$ cat src/rtl/frc_sync_edge.sv
module frc_sync_edge #(
   parameter int unsigned STAGES     = 2,
   parameter bit          BOTH_EDGES = 1'b0
) (
   input  logic clk,
   input  logic rst_n,
   input  logic async_i,
   output logic pulse_o
);
   logic [STAGES-1:0] sh_q;
   logic              prev_q;

   if (STAGES < 2) begin : g_bad_stages
      $error("frc_sync_edge: STAGES must be at least 2");
   end

   always_ff @(posedge clk or negedge rst_n) begin
      if (!rst_n) begin
         sh_q   <= '0;
         prev_q <= 1'b0;
      end else begin
         sh_q   <= {sh_q[STAGES-2:0], async_i};
         prev_q <= sh_q[STAGES-1];
      end
   end

   if (BOTH_EDGES) begin : g_both
      assign pulse_o = sh_q[STAGES-1] ^ prev_q;
   end else begin : g_rise
      assign pulse_o = sh_q[STAGES-1] & ~prev_q;
   end
endmodule

$ cat src/rtl/frc_chan.sv
module frc_chan #(
   parameter int unsigned DW         = 16,
   parameter int unsigned STAGES     = 2,
   parameter bit          BOTH_EDGES = 1'b0
) (
   input  logic          clk,
   input  logic          rst_n,
   input  logic          ref_i,
   input  logic          restart_i,
   input  logic          win_end_i,
   input  logic [DW-1:0] lo_i,
   input  logic [DW-1:0] hi_i,
   output logic [DW-1:0] run_o,
   output logic [DW-1:0] cnt_o,
   output logic          good_o,
   output logic          good_nxt_o
);
   logic          pulse;
   logic [DW-1:0] run_q;
   logic [DW-1:0] cnt_q;
   logic          good_q;
   logic [DW-1:0] total;

   frc_sync_edge #(
      .STAGES     (STAGES),
      .BOTH_EDGES (BOTH_EDGES)
   ) sync_i (
      .clk     (clk),
      .rst_n   (rst_n),
      .async_i (ref_i),
      .pulse_o (pulse)
   );

   assign total      = run_q + {{(DW-1){1'b0}}, pulse};
   assign good_nxt_o = (total > lo_i) && (total < hi_i);

   always_ff @(posedge clk or negedge rst_n) begin
      if (!rst_n) begin
         run_q  <= '0;
         cnt_q  <= '0;
         good_q <= 1'b0;
      end else if (restart_i) begin
         run_q  <= '0;
      end else if (win_end_i) begin
         cnt_q  <= total;
         good_q <= good_nxt_o;
         run_q  <= '0;
      end else begin
         run_q  <= total;
      end
   end

   assign run_o  = run_q;
   assign cnt_o  = cnt_q;
   assign good_o = good_q;
endmodule

$ cat config.mk
export PLATFORM = sky130hd
export DESIGN_NAME = frc_chan
export DESIGN_NICKNAME = d
export VERILOG_FILES = /design/src/rtl/frc_sync_edge.sv /design/src/rtl/frc_chan.sv
export SDC_FILE = /design/constraint.sdc
export NUM_CORES = 1
export LEC_CHECK = 0
export BUFFER_PORTS_ARGS = -buffer_cell sky130_fd_sc_hd__buf_2
export CORE_ASPECT_RATIO = 1.2
export CORE_MARGIN = 2
export CORE_UTILIZATION = 41
export DETAILED_ROUTE_END_ITERATION = 10
export PLACE_DENSITY = 0.69
export SLEW_MARGIN = 5
export SYNTH_ARGS = -nofsm -noshare
export SYNTH_HDL_FRONTEND = slang
export SYNTH_HIERARCHICAL = 1
export SYNTH_SLANG_ARGS = --single-unit
$ cat constraint.sdc
create_clock -name clk -period 3.3 [get_ports clk]
set_input_delay 0 -clock clk [delete_from_list [all_inputs] [get_ports clk]]
set_output_delay 0 -clock clk [all_outputs]
set_load 0.05 [all_outputs]
==> results of run 1 <==
==> where the power goes <==
group          internal [mW]  switching (mW)  leakage (nW)
clock                  0.190           0.149        0.0515
sequential             0.446         0.00249         0.493
combinational         0.0415          0.0589          1.22
total                  0.678           0.211          1.77
==> synth_stat cells, types with 2 or more instances <==
| library cell | instances | share of area, % |
|---|---|---|
| ha_1 | 33 | 18 |
| nand4_1 | 8 | 2.2 |
| a211oi_1 | 2 | 0.64 |
| a21oi_1 | 11 | 2.4 |
| dfrtp_1 | 36 | 39 |
| nor2_1 | 22 | 3.5 |
| clkbuf_1 | 6 | 0.97 |
| nand3_1 | 8 | 1.7 |
| xor2_1 | 7 | 2.6 |
| and4_1 | 3 | 1.1 |
| nand2_1 | 23 | 3.7 |
| o21ai_0 | 19 | 4.1 |
| inv_1 | 49 | 7.9 |
| xnor2_1 | 6 | 2.3 |
| or2_2 | 2 | 0.54 |
| a21o_1 | 3 | 0.97 |
==> final timing paths <==
check                                     from             end  slack, ps  cells after the start
worst max-delay path             sync_i/prev_q      good_nxt_o         10                     17
worst min-delay path                 restart_i        run_o[0]        190                      3
worst max register to register   sync_i/prev_q          good_o        230                     14
worst min register to register  sync_i/sh_q[0]  sync_i/sh_q[1]        370                      0
max in group asynchronous                rst_n        run_o[0]       2460                      2
min in group asynchronous                rst_n  sync_i/sh_q[0]        320                      2
==> state kept, by name (all words and copies together) (netlist names) <==
name,cells
cnt_o,16
sync_i/prev_q,1
run_o,16
good_o,1
sync_i/sh_q,2
==> tightest hold or removal path: cells and delay by family <==
| kind | cells | cell delay (ps) |
|---|---|---|
| buffers and inverters | 1 | 80 |
| AND/OR/NAND/NOR | 2 | 370 |
==> metrics by stage <==
stage               setup WS, ps  instances  instance area [um2]
CTS                         18.5        408                 3000
finish                      13.5        409                 3130
global placement            89.0        397                 2830
floorplan                   62.9        258                 2340
global route                -182        409                 3130
detailed placement          15.1        397                 2830
==> layout make-up <==
cell class              count  area [um2]
well taps                  64        80.1
fillers                   531        2420
repair buffers             85         482
clock buffers               8         100
multi-input cells         167        1380
inverters                  49         184
flip-flops and latches     36         902
==> routing by layer <==
| metal | vias up | track usage (%) |
|---|---|---|
| met1 | 932 | 21.9 |
| li1 | 1019 | - |
| met4 | 0 | 5.56 |
| met3 | 6 | 2.21 |
| met2 | 54 | 30.6 |
| met5 | - | 0 |
==> timing repair <==
action / in CTS / in global routing
resized for setup: 9 / 23
gates cloned: 0 / 0
setup endpoints to repair: 1 / 2
hold endpoints to repair: 37 / 0
setup buffers: 1 / 1
pin swaps: 6 / 8
hold buffers: 2 / 0
==> kinds of logic (layout without fill, tap and decap cells) <==
kind of cell             Yosys count  count (layout)  share of synthesized area [%]
adder cells (fa/ha/maj)           33              33                           17.7
XOR/XNOR                          14              14                           5.59
flip-flops                        36              36                           38.7
AND/OR/NAND/NOR                   78              78                           17.6
AO/OA/AOI/OAI                     42              42                           11.5
buffers and inverters             55             142                           8.87
==> metrics.yaml, run 1 <==
setup_path:
  cp_num_buf_inv: 4
  path_cells: "nor2b_4, ha_4, ha_2, nand3_2, nor2_2, buf_6, nand4_1, xor2_2, inv_2, ha_4, nand4_1, or2_4, a211oi_2, nor4_2, buf_4, nor2_4, buf_8"
  cp-end-kind: "primary output"
  critical-path-max-stage-delay_ps: 390
  critical_path.top_delay_family: "simple AND/OR/NAND/NOR gates"
  critical_path_arrival_ps: 3290
  critPathRequiredTime_ps: 3300
  start_kind: "register"
  cpMaxStageDelayCell: "dfrtp_1"
  criticalPathCategory: "reg2out"
  worstPathMaxFanout: 5
floorplanning:
  start_util_pct: 41.9
  die_h_um: 86.5
  ios: 71
  rows: 30
  die_area_mm2: 0.00630
  coreArea_mm2: 0.00556
  die_width_um: 72.8
run_status:
  status: "completed"
synthesis:
  yosysSeqAreaShare_pct: 38.7
  ys_types: 36
  syn_area_mm2: 0.00233
  synth_edf_count: 0
  synth_area_per_cell_um2: 9.02
  ys_seq_elements: 36
  syn_nets: 328
  synth-async-reset-ratio_pct: 100
  synth_ff_type: "dfrtp_1"
  netlist_instances: 258
  ys.warnings.count: 6
sta:
  setup_violations: 0
  relSlewSlack_pct: 26.9
  fin_worst_skew_ps: 5.12
  fmax_ghz: 0.304
  fin_crit_ps: 3290
  rsz0062_at_grt: "yes"
  tightest_slew_ps: 1100
  maxSlewViolCount: 0
  fin_tns_setup_ps: 0
  finalHoldViolations: 0
  fin_crit_sh_pct: 99.6
  worst_hold_slack_ps: 192
worst_hold_path:
  min_path_type: "in2reg"
detailed_routing:
  remaining_drc_errors: 0
  drtAntennaViolNets: 0
  highest_layer: "met4"
  vias_per_cell: 4.92
  via_count: 2011
  routed-wl-met3_um: 244
  wl_per_cell_um: 13.2
  met2_length_mm: 2.83
  drtIter0Drc: 100
  firstDrtPassIters: 4
  routed_wl_mm: 5.40
  wl_met1_mm: 2.25
cells_and_area:
  final_common_cell: "buf_2"
  syn2layout_area_growth_pct: 34.5
  final_cell_mix: "buf_2 (69), inv_1 (44), dfrtp_1 (35)"
  drive_above_1_share_pct: 37.1
  final_util_pct: 56.4
  nNetsFinal: 414
  antennaDiodeCount: 0
job:
  cap_violations: 0
clock_tree:
  insertion_delay_ps: 290
  cts_root_buffer: "clkbuf_8"
  path_clk_slew_ps: 70
  htreeDepth: 2
  cts_tree: "built"
  clockBufferDepth: 2
  clock_sinks: 36
  cts_inserted_buffers: 5
global_routing:
  antenna_found_initial: 0
  grt_pass1_wl_mm: 8.53
  grt_max_degree: 37
  grt_pass1_vias: 1941
  grt_usage_pct: 17.4
  grt_overflow: 0
pwr:
  total_power_mw: 0.888
  p_leak_nw: 1.77
  vdd.ir_drop.worst_mv: 0.144
  power_density_mw_per_mm2: 284
placement:
  place_hpwl_mm: 4.30
  portBuffers: 70
  gp_congestion: 0.858
Power figures use the tool's default switching activity.
==> run 2: changes to the inputs <==
Settings changed: CORE_MARGIN 2 to 4.
==> metrics.yaml, run 2 (synthesis results as in run 1) <==
run_status:
  status: "completed"  # unchanged
global_routing:
  grt_usage_pct: 16.2  # was 17.4%
  grt_pass1_vias: 2027  # was 1941
  grt_pass1_wl_mm: 9.09  # was 8.53 mm
  grt_max_degree: 37  # unchanged
  grt_overflow: 0  # unchanged
  antenna_found_initial: 0  # unchanged
pwr:
  p_seq_share_pct: 51.8  # was 50.5%
  power_frac_comb_pct: 11.7  # was 11.3%
  swShare_pct: 24.1  # was 23.7%
  power_density_mw_per_mm2: 277  # was 284 mW/mm2
  clockPowerShare_pct: 36.6  # was 38.2%
  p_int_mw: 0.658  # was 0.678 mW
  p_leak_nw: 1.79  # was 1.77 nW
  vdd.ir_drop.worst_mv: 0.136  # was 0.144 mV
  p_sw_mw: 0.208  # was 0.211 mW
cells_and_area:
  final_cell_mix: "buf_2 (69), inv_1 (47), dfrtp_1 (35)"  # was buf_2 (69), inv_1 (44), dfrtp_1 (35)
  fin_cells: 407  # was 409
  drive_above_1_share_pct: 35.7  # was 37.1%
  nNetsFinal: 414  # unchanged
  final_common_cell: "buf_2"  # unchanged
  syn2layout_area_growth_pct: 34.1  # was 34.5%
  post-route-cell-area_mm2: 0.00312  # was 0.00313 mm2
  antennaDiodeCount: 0  # unchanged
setup_path:
  path_cells: "nor2b_4, ha_4, and3_4, nand3_4, buf_4, nor2_2, xnor2_2, inv_1, ha_1, a21oi_1, o21ai_0, a211o_1, or3_4, nor2_4, buf_8"  # was nor2b_4, ha_4, ha_2, nand3_2, nor2_2, buf_6, nand4_1, xor2_2, inv_2, ha_4, nand4_1, or2_4, a211oi_2, nor4_2, buf_4, nor2_4, buf_8
  critical_path_arrival_ps: 3280  # was 3290 ps
  start_kind: "register"  # unchanged
  critPathRequiredTime_ps: 3300  # about the same
  r2r_start: "sync_i/prev_q"  # unchanged
  cp_num_buf_inv: 3  # was 4
  cp-end-kind: "primary output"  # unchanged
  r2r-end: "good_o"  # unchanged
  critical-path-max-stage-delay_ps: 400  # was 390 ps
  worstPathMaxFanout: 5  # unchanged
  critical_path.top_delay_family: "simple AND/OR/NAND/NOR gates"  # unchanged
  r2r_slack_ps: 230  # about the same
  cpMaxStageDelayCell: "dfrtp_1"  # unchanged
  rr_worst_depth: 14  # unchanged
  criticalPathCategory: "reg2out"  # unchanged
sta:
  finalHoldViolations: 0  # unchanged
  fin_ws_ps: 15.8  # was 13.5 ps
  fin_crit_ps: 3280  # was 3290 ps
  rsz0062_at_grt: "yes"  # unchanged
  setup_violations: 0  # unchanged
  worst_hold_slack_ps: 197  # was 192 ps
  fin_crit_sh_pct: 99.5  # was 99.6%
  maxSlewViolCount: 0  # unchanged
  relSlewSlack_pct: 25.4  # was 26.9%
  fin_worst_skew_ps: 3.78  # was 5.12 ps
  tightest_slew_ps: 1120  # was 1100 ps
  fmax_ghz: 0.304  # about the same
placement:
  gp_congestion: 0.849  # was 0.858
  place_hpwl_mm: 4.36  # was 4.30 mm
  portBuffers: 70  # unchanged
  post_dp_cell_area_mm2: 0.00281  # was 0.00283 mm2
  place_inst: 393  # was 397
  dp_slack_ps: 46.3  # was 15.1 ps
detailed_routing:
  routed_wl_mm: 5.49  # was 5.40 mm
  firstDrtPassIters: 4  # unchanged
  wl_per_cell_um: 13.5  # was 13.2 um
  via_count: 1961  # was 2011
  vias_per_cell: 4.82  # was 4.92
  drtAntennaViolNets: 0  # unchanged
  remaining_drc_errors: 0  # unchanged
  drtIter0Drc: 87  # was 100
clock_tree:
  clockBufferDepth: 2  # unchanged
  cts_inserted_buffers: 5  # unchanged
  path_clk_slew_ps: 70  # about the same
  htreeDepth: 2  # unchanged
  insertion_delay_ps: 290  # about the same
  clock_sinks: 36  # unchanged
  cts_root_buffer: "clkbuf_8"  # unchanged
  cts_tree: "built"  # unchanged
floorplanning:
  die_h_um: 90.5  # was 86.5 um
  rows: 29  # was 30
  coreArea_mm2: 0.00541  # was 0.00556 mm2
  ios: 71  # unchanged
  die_area_mm2: 0.00695  # was 0.00630 mm2
  die_width_um: 76.8  # was 72.8 um
  start_util_pct: 43.0  # was 41.9%
worst_hold_path:
  hold_depth: 3  # unchanged
  min_to: "run_o[11]"  # was run_o[0]
  min_path_type: "in2reg"  # unchanged
  min_from: "restart_i"  # unchanged
job:
  cap_violations: 0  # unchanged
## run 2: area by class of cell
| type | instances | area, um2 |
|---|---|---|
| clock buffer | 8 | 90.1 |
| multi-input combinational | 167 | 1390 |
| timing repair buffer | 85 | 478 |
| sequential | 36 | 902 |
| inverter | 49 | 184 |
| fill | 487 | 2280 |
| tap | 62 | 77.6 |
## run 2: what timing repair did
action	CTS	global route
endpoints found under the hold margin	37	0
setup endpoints to repair	1	1
hold buffers	2	0
buffers inserted	0	4
gates resized for setup	9	22
pin swaps	4	12
## run 2: routing by layer
metal	vias up	part of all wire (%)	GRT usage, %
met5	-	0	0
met1	893	44	19.8
li1	1019	-	-
met2	42	49	27.7
met4	0	2.1	7.70
met3	7	4.0	2.20
## run 2: worst max path at each step
stage	cells past startpoint	end	slack (ps)	start
2_1_floorplan	11	good_o	60	run_o[0]
3_5_place_dp	13	good_o	50	sync_i/prev_q
5_1_grt	15	good_nxt_o	-130	sync_i/sh_q[1]
4_1_cts	15	good_nxt_o	6	sync_i/prev_q
3_3_place_gp	14	good_nxt_o	120	sync_i/prev_q
6_report	15	good_nxt_o	20	sync_i/prev_q
## run 2: worst reg2reg max path: stages, from the launching register on
cell,delay [ps]
dfrtp_1,400
nor2b_4,140
ha_4,170
and3_4,180
nand3_4,80
buf_4,170
nor2_2,160
xnor2_2,180
inv_1,110
ha_1,300
a21oi_1,120
o21ai_0,100
a211o_1,300
or3_4,350
o31ai_1,220
## run 2: stage by stage
step / TNS, ps / power [mW] / util, %
floorplan: 0 / 0.509 / -
global placement: 0 / 0.550 / 52.0
CTS: 0 / 0.870 / 54.8
finish: 0 / 0.866 / 57.7
global route: -128 / 0.911 / 57.7
detailed placement: 0 / 0.552 / 52.0
## run 2: power groups by stage
stage          clock [mW]  combinational, mW  sequential, mW
2_1_floorplan           0             0.0439           0.465
3_3_place_gp            0             0.0943           0.456
3_5_place_dp            0             0.0957           0.456
4_1_cts             0.322             0.0995           0.448
5_1_grt             0.348              0.114           0.448
6_report            0.316              0.101           0.448
==> run 3: changes to the inputs <==
Settings changed: ABC_AREA set to 1, CELL_PAD_IN_SITES_DETAIL_PLACEMENT set to 1, CELL_PAD_IN_SITES_GLOBAL_PLACEMENT set to 2, CORE_UTILIZATION 41 to 26, HOLD_SLACK_MARGIN set to 0.05, PLACE_DENSITY 0.69 to unset, PLACE_DENSITY_LB_ADDON set to 0.1.
==> metrics.yaml, run 3 <==
run_status:
  status: "completed"  # unchanged
synthesis:
  yosysTopAreaCellShare_pct: 36.5  # was 38.7%
  syn_nets: 393  # was 328
  synth-async-reset-ratio_pct: 100  # unchanged
  yosysSeqAreaShare_pct: 36.5  # was 38.7%
  synth_ff_type: "dfrtp_1"  # unchanged
  synth_area_per_cell_um2: 7.64  # was 9.02 um2
  ys.warnings.count: 6  # unchanged
  syn_area_mm2: 0.00247  # was 0.00233 mm2
  ys_types: 25  # was 36
  netlist_instances: 323  # was 258
  ys_seq_elements: 36  # unchanged
  yosys.area.top_type: "dfrtp_1"  # unchanged
  synth_area_leaders: "dfrtp_1 (37%), ha_1 (17%), inv_1 (10%), nand2_1 (10%), nor2_1 (4.0%)"  # was dfrtp_1 (39%), ha_1 (18%), inv_1 (7.9%), o21ai_0 (4.1%), nand2_1 (3.7%)
  synth_edf_count: 0  # unchanged
  synth_common_cells: "inv_1 (69), nand2_1 (69), dfrtp_1 (36)"  # was inv_1 (49), dfrtp_1 (36), ha_1 (33)
clock_tree:
  clockBufferDepth: 2  # unchanged
  cts_tree: "built"  # unchanged
  cts_inserted_buffers: 5  # unchanged
  clock_sinks: 36  # unchanged
  path_clk_slew_ps: 80  # was 70 ps
  cts_root_buffer: "clkbuf_8"  # unchanged
  htreeDepth: 2  # unchanged
  insertion_delay_ps: 300  # was 290 ps
sta:
  setup_violations: 0  # unchanged
  fin_crit_sh_pct: 93.5  # was 99.5%
  worst_hold_slack_ps: 68.7  # was 197 ps
  tightest_slew_ps: 892  # was 1120 ps
  finalHoldViolations: 0  # unchanged
  fin_crit_ps: 3090  # was 3280 ps
  maxSlewViolCount: 0  # unchanged
  fmax_ghz: 0.324  # was 0.304 GHz
  relSlewSlack_pct: 40.5  # was 25.4%
  fin_worst_skew_ps: 4.02  # was 3.78 ps
setup_path:
  cpMaxStageDelayCell: "dfrtp_1"  # unchanged
  path_cells: "nor2_2, ha_2, ha_4, nand2_2, nor2_4, nand2_2, nor2_2, inv_2, nor2_4, inv_2, nand2_1, inv_1, ha_1, nand2_1, nor4_1, nand2_1, and3_4, buf_8"  # was nor2b_4, ha_4, and3_4, nand3_4, buf_4, nor2_2, xnor2_2, inv_1, ha_1, a21oi_1, o21ai_0, a211o_1, or3_4, nor2_4, buf_8
  cp.depth: 18  # was 15
  crit_path_frequent_cell: "nand2_1"
  worstPathMaxFanout: 3  # was 5
  critical_path.top_delay_family: "simple AND/OR/NAND/NOR gates"  # unchanged
  endpoint: "good_nxt_o"  # unchanged
  r2r_start: "sync_i/prev_q"  # unchanged
  r2r-end: "good_o"  # unchanged
  critical_path_arrival_ps: 3090  # was 3280 ps
  criticalPathCategory: "reg2out"  # unchanged
  critical-path-max-stage-delay_ps: 380  # was 400 ps
  cp_num_buf_inv: 4  # was 3
  r2r_slack_ps: 580  # was 230 ps
  crit_start: "sync_i/prev_q"  # unchanged
  cp-end-kind: "primary output"  # unchanged
  start_kind: "register"  # unchanged
  rr_worst_depth: 18  # was 14
  critPathRequiredTime_ps: 3300  # about the same
pwr:
  power_density_mw_per_mm2: 276  # was 277 mW/mm2
  swShare_pct: 26.4  # was 24.1%
  power_frac_comb_pct: 11.0  # was 11.7%
  clockPowerShare_pct: 38.5  # was 36.6%
  p_sw_mw: 0.234  # was 0.208 mW
  p_int_mw: 0.651  # was 0.658 mW
  p_leak_nw: 1.85  # was 1.79 nW
  p_seq_share_pct: 50.5  # was 51.8%
  vdd.ir_drop.worst_mv: 0.166  # was 0.136 mV
floorplanning:
  die_area_mm2: 0.0111  # was 0.00695 mm2
  die_h_um: 115  # was 90.5 um
  ios: 71  # unchanged
  rows: 38  # was 29
  die_width_um: 96.9  # was 76.8 um
  start_util_pct: 26.9  # was 43.0%
  coreArea_mm2: 0.00918  # was 0.00541 mm2
cells_and_area:
  final_cell_mix: "buf_2 (69), inv_1 (67), nand2_1 (66)"  # was buf_2 (69), inv_1 (47), dfrtp_1 (35)
  antennaDiodeCount: 0  # unchanged
  syn2layout_area_growth_pct: 30.2  # was 34.1%
  multi_input_area_mm2: 0.00135  # was 0.00139 mm2
  nNetsFinal: 475  # was 414
  final_common_cell: "buf_2"  # unchanged
  final_util_pct: 35.0  # was 57.7%
  ff_latch_area_um2: 901  # was 902 um2
  fill_cells: 1158  # was 487
  drive_above_1_share_pct: 30.0  # was 35.7%
detailed_routing:
  via_count: 2265  # was 1961
  drtAntennaViolNets: 0  # unchanged
  wl_per_cell_um: 14.2  # was 13.5 um
  vias_per_cell: 4.31  # was 4.82
  remaining_drc_errors: 0  # unchanged
  routed_wl_mm: 7.46  # was 5.49 mm
  firstDrtPassIters: 4  # unchanged
  drtIter0Drc: 42  # was 87
global_routing:
  antenna_found_initial: 0  # unchanged
  grt_usage_pct: 13.6  # was 16.2%
  grt_overflow: 0  # unchanged
  grt_pass1_wl_mm: 11.9  # was 9.09 mm
  grt_max_degree: 37  # unchanged
  grtUsageMet2_pct: 25.1  # was 27.7%
  busiest_layer: "met2"  # unchanged
  grt_pass1_vias: 2355  # was 2027
  grt_use_met1_pct: 16.0  # was 19.8%
  met3_usage_pct: 3.05  # was 2.20%
worst_hold_path:
  min_path_type: "in2reg"  # unchanged
placement:
  place_hpwl_mm: 6.25  # was 4.36 mm
  gp_congestion: 0.746  # was 0.849
  portBuffers: 70  # unchanged
job:
  cap_violations: 0  # unchanged
[run 3: worst min-delay path by stage]
stage	start	endpoint	slack (ps)	depth (start not counted)
after global routing	restart_i	cnt_o[10]	100	4
after CTS	restart_i	cnt_o[10]	80	4
final	restart_i	cnt_o[10]	70	4
after detailed placement	ref_i	sync_i/sh_q[0]	120	1
after floorplan	rst_n	cnt_o[0]	-300	0
after global placement	ref_i	sync_i/sh_q[0]	130	1
[run 3: final cells by class]
type                    count  area share (%)
clock inverters             1           0.234
well taps                 120            4.67
inverters                  74            8.73
clock buffers               7            2.69
multi-input cells         208            41.9
repair buffers             80            13.7
flip-flops and latches     36            28.0
[run 3: per-layer routing]
metal  routed length [um]  up-vias
met4                   82        0
met3                  301        8
li1                     -     1167
met5                    0        -
met1                 3240     1042
met2                 3830       48
[run 3: stage by stage]
stage                     total power [mW]  setup slack, ps  instances  setup TNS (ps)  instance area (um2)
after floorplan                      0.506              400        323               0                 2470
after global placement               0.551              393        510               0                 2960
after detailed placement             0.552              329        510               0                 2960
after CTS                            0.900             43.5        520               0                 3080
after global routing                 0.937            -25.2        526           -25.2                 3210
final                                0.885              215        526               0                 3210
[run 3: power groups by stage]
stage,clock [mW],sequential [mW],combinational [mW]
floorplan,0,0.465,0.0412
global placement,0,0.456,0.0953
detailed placement,0,0.456,0.0957
CTS,0.354,0.447,0.0984
global route,0.374,0.448,0.115
finish,0.341,0.447,0.0975
[run 3: timing repair]
item / in CTS / in global routing
buffers inserted: 0 / 6
gates cloned: 0 / 0
hold buffers: 2 / 0
pin swaps: 0 / 8
setup endpoints to repair: 1 / 1
gates resized for setup: 1 / 22
endpoints found under the hold margin: 37 / 0
[run 3: logic make-up (layout without fill, tap and decap cells)]
group	count (synthesis)	count (layout)	synth area share [%]
adder cells (fa/ha/maj)	33	33	16.7
AND/OR/NAND/NOR	129	129	23.5
flip-flops	36	36	36.5
XOR/XNOR	5	5	1.77
AO/OA/AOI/OAI	41	41	9.43
buffers and inverters	79	162	12.0
[run 3: worst min-delay path: stages]
cell and delay [ps]:
buf_2 90, nor2_1 90, nand3_1 100, nand2_1 50
